===== config.mk =====
export PLATFORM = sky130hd
export DESIGN_NAME = mdio_mgmt_master
export DESIGN_NICKNAME = d
export VERILOG_FILES = /design/src/rtl/mdio_mgmt_pkg.sv /design/src/rtl/mdio_phase_timer.sv /design/src/rtl/mdio_rx_capture.sv /design/src/rtl/mdio_mgmt_master.sv
export SDC_FILE = /design/constraint.sdc
export NUM_CORES = 1
export LEC_CHECK = 0
export BUFFER_PORTS_ARGS = -buffer_cell sky130_fd_sc_hd__buf_4
export CAP_MARGIN = 40
export CORE_ASPECT_RATIO = 1.75
export CORE_MARGIN = 2
export CORE_UTILIZATION = 50
export CTS_CLUSTER_DIAMETER = 50
export DETAILED_ROUTE_END_ITERATION = 10
export GPL_TIMING_DRIVEN = 1
export PLACE_DENSITY = 0.68
export SYNTH_ARGS = -nofsm -noshare
export SYNTH_HDL_FRONTEND = slang
export SYNTH_SLANG_ARGS = --single-unit

===== constraint.sdc =====
create_clock -name clk -period 6.3 [get_ports clk]
set_input_delay 0.315 -clock clk [delete_from_list [all_inputs] [get_ports clk]]
set_output_delay 0.315 -clock clk [all_outputs]
set_load 0.03 [all_outputs]

===== src/rtl/mdio_mgmt_pkg.sv =====
package mdio_mgmt_pkg;

  localparam int ADDR_W  = 5;
  localparam int WORD_W  = 16;
  localparam int FRAME_W = 64;
  localparam int CNT_W   = 7;

  typedef enum logic [2:0] {
    ST_IDLE,
    ST_SEND,
    ST_TURN,
    ST_RECV,
    ST_PARK
  } mgmt_state_e;

  // Left-aligned outgoing bit pattern; shifted out from bit 63.
  function automatic logic [FRAME_W-1:0] frame_bits(
    input logic              wr,
    input logic [ADDR_W-1:0] phy,
    input logic [ADDR_W-1:0] rg,
    input logic [WORD_W-1:0] wd
  );
    logic [1:0] opc;
    logic [17:0] tail;
    opc  = wr ? 2'b01 : 2'b10;
    tail = wr ? {2'b10, wd} : 18'd0;
    return {32'hFFFF_FFFF, 2'b01, opc, phy, rg, tail};
  endfunction

  // Number of driven bits in a frame.
  function automatic logic [CNT_W-1:0] frame_len(input logic wr);
    return wr ? CNT_W'(64) : CNT_W'(46);
  endfunction

endpackage


===== src/rtl/mdio_phase_timer.sv =====
module mdio_phase_timer #(
  parameter int W = 8
) (
  input  logic         clk,
  input  logic         rst_n,
  input  logic         start,
  input  logic         stop,
  input  logic [W-1:0] len,
  output logic         tick
);
  logic [W-1:0] len_q;
  logic [W-1:0] cnt;
  logic         run;
  logic [W-1:0] eff;

  assign eff  = (len == '0) ? W'(1) : len;
  assign tick = run && (cnt == '0);

  always_ff @(posedge clk or negedge rst_n) begin
    if (!rst_n) begin
      run   <= 1'b0;
      len_q <= W'(1);
      cnt   <= '0;
    end else if (start) begin
      run   <= 1'b1;
      len_q <= eff;
      cnt   <= eff - W'(1);
    end else if (stop) begin
      run <= 1'b0;
    end else if (run) begin
      cnt <= tick ? (len_q - W'(1)) : (cnt - W'(1));
    end
  end

  AST_CNT_RANGE: assert property (@(posedge clk) disable iff (!rst_n)
    run |-> (cnt < len_q));

endmodule


===== src/rtl/mdio_rx_capture.sv =====
module mdio_rx_capture #(
  parameter int W = 16
) (
  input  logic         clk,
  input  logic         rst_n,
  input  logic         shift_en,
  input  logic         din,
  output logic [W-1:0] word
);
  always_ff @(posedge clk or negedge rst_n) begin
    if (!rst_n)        word <= '0;
    else if (shift_en) word <= {word[W-2:0], din};
  end
endmodule


===== src/rtl/mdio_mgmt_master.sv =====
module mdio_mgmt_master
  import mdio_mgmt_pkg::*;
#(
  parameter int DIV_W = 8
) (
  input  logic              clk,
  input  logic              rst_n,
  input  logic [DIV_W-1:0]  phase_len,
  input  logic              req_valid,
  input  logic              req_write,
  input  logic [4:0]        req_phy,
  input  logic [4:0]        req_reg,
  input  logic [15:0]       req_wdata,
  output logic              busy,
  output logic              done,
  output logic [15:0]       rd_data,
  output logic              mdc,
  output logic              mdio_oe,
  output logic              mdio_out,
  input  logic              mdio_in
);
  mgmt_state_e          state;
  logic [1:0]           ph;
  logic [CNT_W-1:0]     bit_left;
  logic [FRAME_W-1:0]   sr;
  logic                 is_wr;
  logic [WORD_W-1:0]    rx_word;

  // Named internal events
  logic tick;
  logic accept;
  logic finish;
  logic sample_en;
  logic last_bit;

  assign busy      = (state != ST_IDLE);
  assign accept    = req_valid && !busy;
  assign last_bit  = (bit_left == '0);
  assign finish    = tick && (((state == ST_RECV) && (ph == 2'd1) && last_bit)
                              || (state == ST_PARK));
  assign sample_en = tick && (state == ST_RECV) && (ph == 2'd0);

  mdio_phase_timer #(.W(DIV_W)) u_timer (
    .clk   (clk),
    .rst_n (rst_n),
    .start (accept),
    .stop  (finish),
    .len   (phase_len),
    .tick  (tick)
  );

  mdio_rx_capture #(.W(WORD_W)) u_rx (
    .clk      (clk),
    .rst_n    (rst_n),
    .shift_en (sample_en),
    .din      (mdio_in),
    .word     (rx_word)
  );

  always_ff @(posedge clk or negedge rst_n) begin
    if (!rst_n) begin
      state    <= ST_IDLE;
      ph       <= 2'd0;
      bit_left <= '0;
      sr       <= '0;
      is_wr    <= 1'b0;
      rd_data  <= '0;
      done     <= 1'b0;
    end else begin
      done <= 1'b0;
      if (accept) begin
        state    <= ST_SEND;
        ph       <= 2'd0;
        bit_left <= frame_len(req_write) - CNT_W'(1);
        sr       <= frame_bits(req_write, req_phy, req_reg, req_wdata);
        is_wr    <= req_write;
      end else if (tick) begin
        case (state)
          ST_SEND: begin
            if (ph != 2'd2) ph <= ph + 2'd1;
            else begin
              ph <= 2'd0;
              if (last_bit) state <= is_wr ? ST_PARK : ST_TURN;
              else begin
                bit_left <= bit_left - CNT_W'(1);
                sr       <= {sr[FRAME_W-2:0], 1'b0};
              end
            end
          end
          ST_TURN: begin
            if (ph != 2'd2) ph <= ph + 2'd1;
            else begin
              ph       <= 2'd0;
              state    <= ST_RECV;
              bit_left <= CNT_W'(WORD_W - 1);
            end
          end
          ST_RECV: begin
            if (ph == 2'd0) ph <= 2'd1;
            else begin
              ph <= 2'd0;
              if (last_bit) begin
                state   <= ST_IDLE;
                done    <= 1'b1;
                rd_data <= rx_word;
              end else begin
                bit_left <= bit_left - CNT_W'(1);
              end
            end
          end
          ST_PARK: begin
            state <= ST_IDLE;
            done  <= 1'b1;
          end
          default: state <= ST_IDLE;
        endcase
      end
    end
  end

  // Pin view: driven bits and turnaround pulse in the middle phase,
  // reply bits pulse in their first phase.
  always_comb begin
    case (state)
      ST_SEND, ST_TURN: mdc = (ph == 2'd1);
      ST_RECV:          mdc = (ph == 2'd0);
      default:          mdc = 1'b0;
    endcase
  end
  assign mdio_oe  = (state == ST_SEND);
  assign mdio_out = (state == ST_SEND) && sr[FRAME_W-1];

  AST_IDLE_QUIET: assert property (@(posedge clk) disable iff (!rst_n)
    !busy |-> (!mdc && !mdio_oe && !mdio_out));
  AST_BIT_STABLE: assert property (@(posedge clk) disable iff (!rst_n)
    (mdio_oe && ph != 2'd0) |-> $stable(mdio_out));
  AST_TURN_RELEASED: assert property (@(posedge clk) disable iff (!rst_n)
    (state == ST_TURN) |-> !mdio_oe);
  AST_PARK_RELEASED: assert property (@(posedge clk) disable iff (!rst_n)
    (state == ST_PARK) |-> (!mdio_oe && !mdc));
  AST_DONE_PULSE: assert property (@(posedge clk) disable iff (!rst_n)
    done |=> !done);
  AST_DONE_NOT_BUSY: assert property (@(posedge clk) disable iff (!rst_n)
    done |-> !busy);
  AST_BUSY_IGNORES: assert property (@(posedge clk) disable iff (!rst_n)
    (busy && req_valid) |=> $stable(is_wr) && $stable(bit_left[CNT_W-1]));
  AST_RDATA_HOLD: assert property (@(posedge clk) disable iff (!rst_n)
    !$stable(rd_data) |-> done);

endmodule


==> impl_metrics.tcl <==
set metrics [dict create \
    status "completed" \
    ys_ff_latch 127 \
    antenna_found_initial 0 \
    yosys.area.top_type "dfrtp_1" \
    synthArstFlopShare_pct 100 \
    crit_family "simple AND/OR/NAND/NOR gates" \
    drive_gt1_share_pct 18.2 \
    nFillCells 933 \
    drt_iter0_drc 223 \
    cts_buffers 17 \
    syn_to_final_growth_pct 20.7 \
    slowest_stage "or4b_2" \
    r2r_cells 7 \
    grt_max_degree 80 \
    htreeDepth 4 \
    yosysUniqueCellTypes 47 \
    path_max_fanout 55 \
    whs_path_depth 3 \
    drt-vias-per-instance 5.52 \
    syn-num-nets 629 \
    antennaDiodeCount 0 \
    worstHoldStart "phase_len[7]" \
    groute.usage.overall_pct 20.5 \
    hpwl_mm 7.69 \
    synth_edf_count 0 \
    gr-total-overflow 0 \
    slew_headroom_pct 45.7 \
    placed_area_um2 6230 \
    synthFlopType "dfrtp_1" \
    wl_per_cell_um 14.8 \
    crit_required_ns 6.62 \
    p_leak_uw 0.00313 \
    slew_violations 0 \
    cp_cell_sequence "or4b_2, buf_4, and4_4, a221o_1, nand4bb_4, or4_1, a31oi_1" \
    num_vias 4303 \
    synth_area_per_cell_um2 9.65 \
    syn_inst 587 \
    portBuffers 59 \
    initial_utilization_pct 51.0 \
    first_pass_iters 4 \
    finalClockSkew_ns 0.00830 \
    cp.arrival_ns 3.66 \
    core-area_um2 11100 \
    gp_congestion 0.890 \
    cts_root_buf "clkbuf_16" \
    grt_pass1_vias 4409 \
    fmax_mhz 300 \
    dp_slack_ns 2.96 \
    tightest_slew_ns 0.815 \
    setup_viol 0 \
    die_x_um 84.4 \
    clk_pin_slew_ns 0.06 \
    start_kind "flop" \
    min_to "u_timer.len_q[7]" \
    synth_seq_area_share_pct 56.2 \
    crit_buf_inv 1 \
    fin_area_um2 6830 \
    wl_mm 11.5 \
    rrSetupSlack_ns 2.96 \
    powerDensity_nw_per_um2 424 \
    tns_ns 0 \
    peakVddDrop_mv 0.253 \
    num_rows 51 \
    die_area_um2 12200 \
    yosysMostFrequentCell "dfrtp_1" \
    layout_setup_ws_ns 2.96 \
    hold_path_class "in -> reg" \
    synth_area_um2 5660 \
    yosys_warnings 0 \
    clkSinkCount 127 \
    finalCritPeriodShare_pct 53.0 \
    finalPower_uw 2900 \
    cp_slowest_stage_delay_ns 0.70 \
    dieHeight_um 145 \
    r2r_start "state[2]" \
    period_needed_ns 3.34 \
    worstSkewPairLatency_ns 0.41 \
    clk_path_buf_depth 2 \
    drtAntennaViolNets 0 \
    postCtsSetupRepairBufs 0 \
    drv_cap 0 \
    cts_tree "built" \
    grt_pass1_wl_mm 20.0 \
    nets 676 \
    rsz0062_at_grt "no" \
    synth.top_cells.by_area "dfrtp_1 56%, nor2_1 7.5%, a21oi_1 4.8%" \
    synth_top_area_share_pct 55.7 \
    synth_commonest_cells "126 x dfrtp_1, 113 x nor2_1, 64 x nand2_1, 54 x a21oi_1, 33 x a31oi_1" \
    drc_errors 0 \
    hold_violations 0 \
    ios 60 \
    critPathKind "reg -> reg" \
    rr_endpoint "u_timer.cnt[5]" \
    worst_setup_path_end_kind "flop" \
]
## worst min-delay path, cell delays in order
cell,delay (ns)
buf_4,0.08
nand2_1,0.05
nand2_1,0.05
## how the worst max path moves through the flow
stage                         from        endpoint  slack (ns)  cells past startpoint
after CTS                 state[0]  u_timer.cnt[5]        2.95                      7
after detailed placement  state[2]  u_timer.cnt[5]        2.96                      7
final                     state[2]  u_timer.cnt[5]        2.96                      7
after global placement    state[0]  u_timer.cnt[5]        3.10                      7
after global routing      state[2]  u_timer.cnt[6]        2.76                      9
after floorplan           state[2]  u_timer.cnt[5]        3.66                      8
## registers in the layout, summed over array words and instances, names as in the netlist, 2 cells and up
name and cells:
u_rx.word 16, state 3, rd_data 16, bit_left 7, u_timer.cnt 8, ph 2, sr 64, u_timer.len_q 8
## cell type report
type	count	area [µm²]	area share [%]
Clock inverter	11	140	2.05
Inverter	9	33.8	0.494
Sequential cell	127	3180	46.5
Timing Repair Buffer	68	549	8.04
Clock buffer	21	450	6.59
Tap cell	132	165	2.42
Multi-Input combinational cell	411	2310	33.9
## metal layers
layer	routed length [µm]	GRT usage [%]
met3	358	5.10
met1	4750	23.8
met2	6220	35.6
met5	0	0
met4	213	9.44
## cells in the final DEF, fill, tap and decap left out, types with 8 or more instances in the layout
cell type and count:
o21ai_0 11, a31oi_1 33, nand3_1 22, clkbuf_16 17
nor2_1 113, nor3_1 10, inv_1 8, dfrtp_1 126
buf_4 64, mux2_2 12, a21oi_1 54, mux2_1 21
nand2_1 64
## power breakdown
group / switching, µW / internal (µW)
Clock: 343 / 629
Combinational: 336 / 295
Sequential: 202 / 1090
## kinds of logic (layout without fill, tap and decap cells)
logic type                 after synthesis  after routing  share of synthesized area, %
and+or+nand+nor                        244            244                          19.2
buffers and inverters                   49            109                          3.47
DFF                                    127            127                          56.2
adders and majority gates                3              3                         0.663
muxes                                   33             33                          6.56
AOI/OAI and AO/OA                      126            126                          13.2
xor gates and xnor gates                 5              5                         0.774
## stage by stage
| stage | util [%] | std cells | hold slack [ns] |
|---|---|---|---|
| 3_5_place_dp | 56.1 | 746 | 0.369 |
| 3_3_place_gp | 55.6 | 743 | 0.368 |
| 4_1_cts | 61.5 | 779 | 0.123 |
| 6_report | 61.5 | 779 | 0.134 |
| 2_1_floorplan | - | 587 | 0.0194 |
| 5_1_grt | 61.5 | 779 | 0.135 |
## repair_timing
item,CTS,global route
hold endpoints to repair,49,0
hold buffers,1,0
resized for setup,0,0
(Power assumes the default switching activity.)
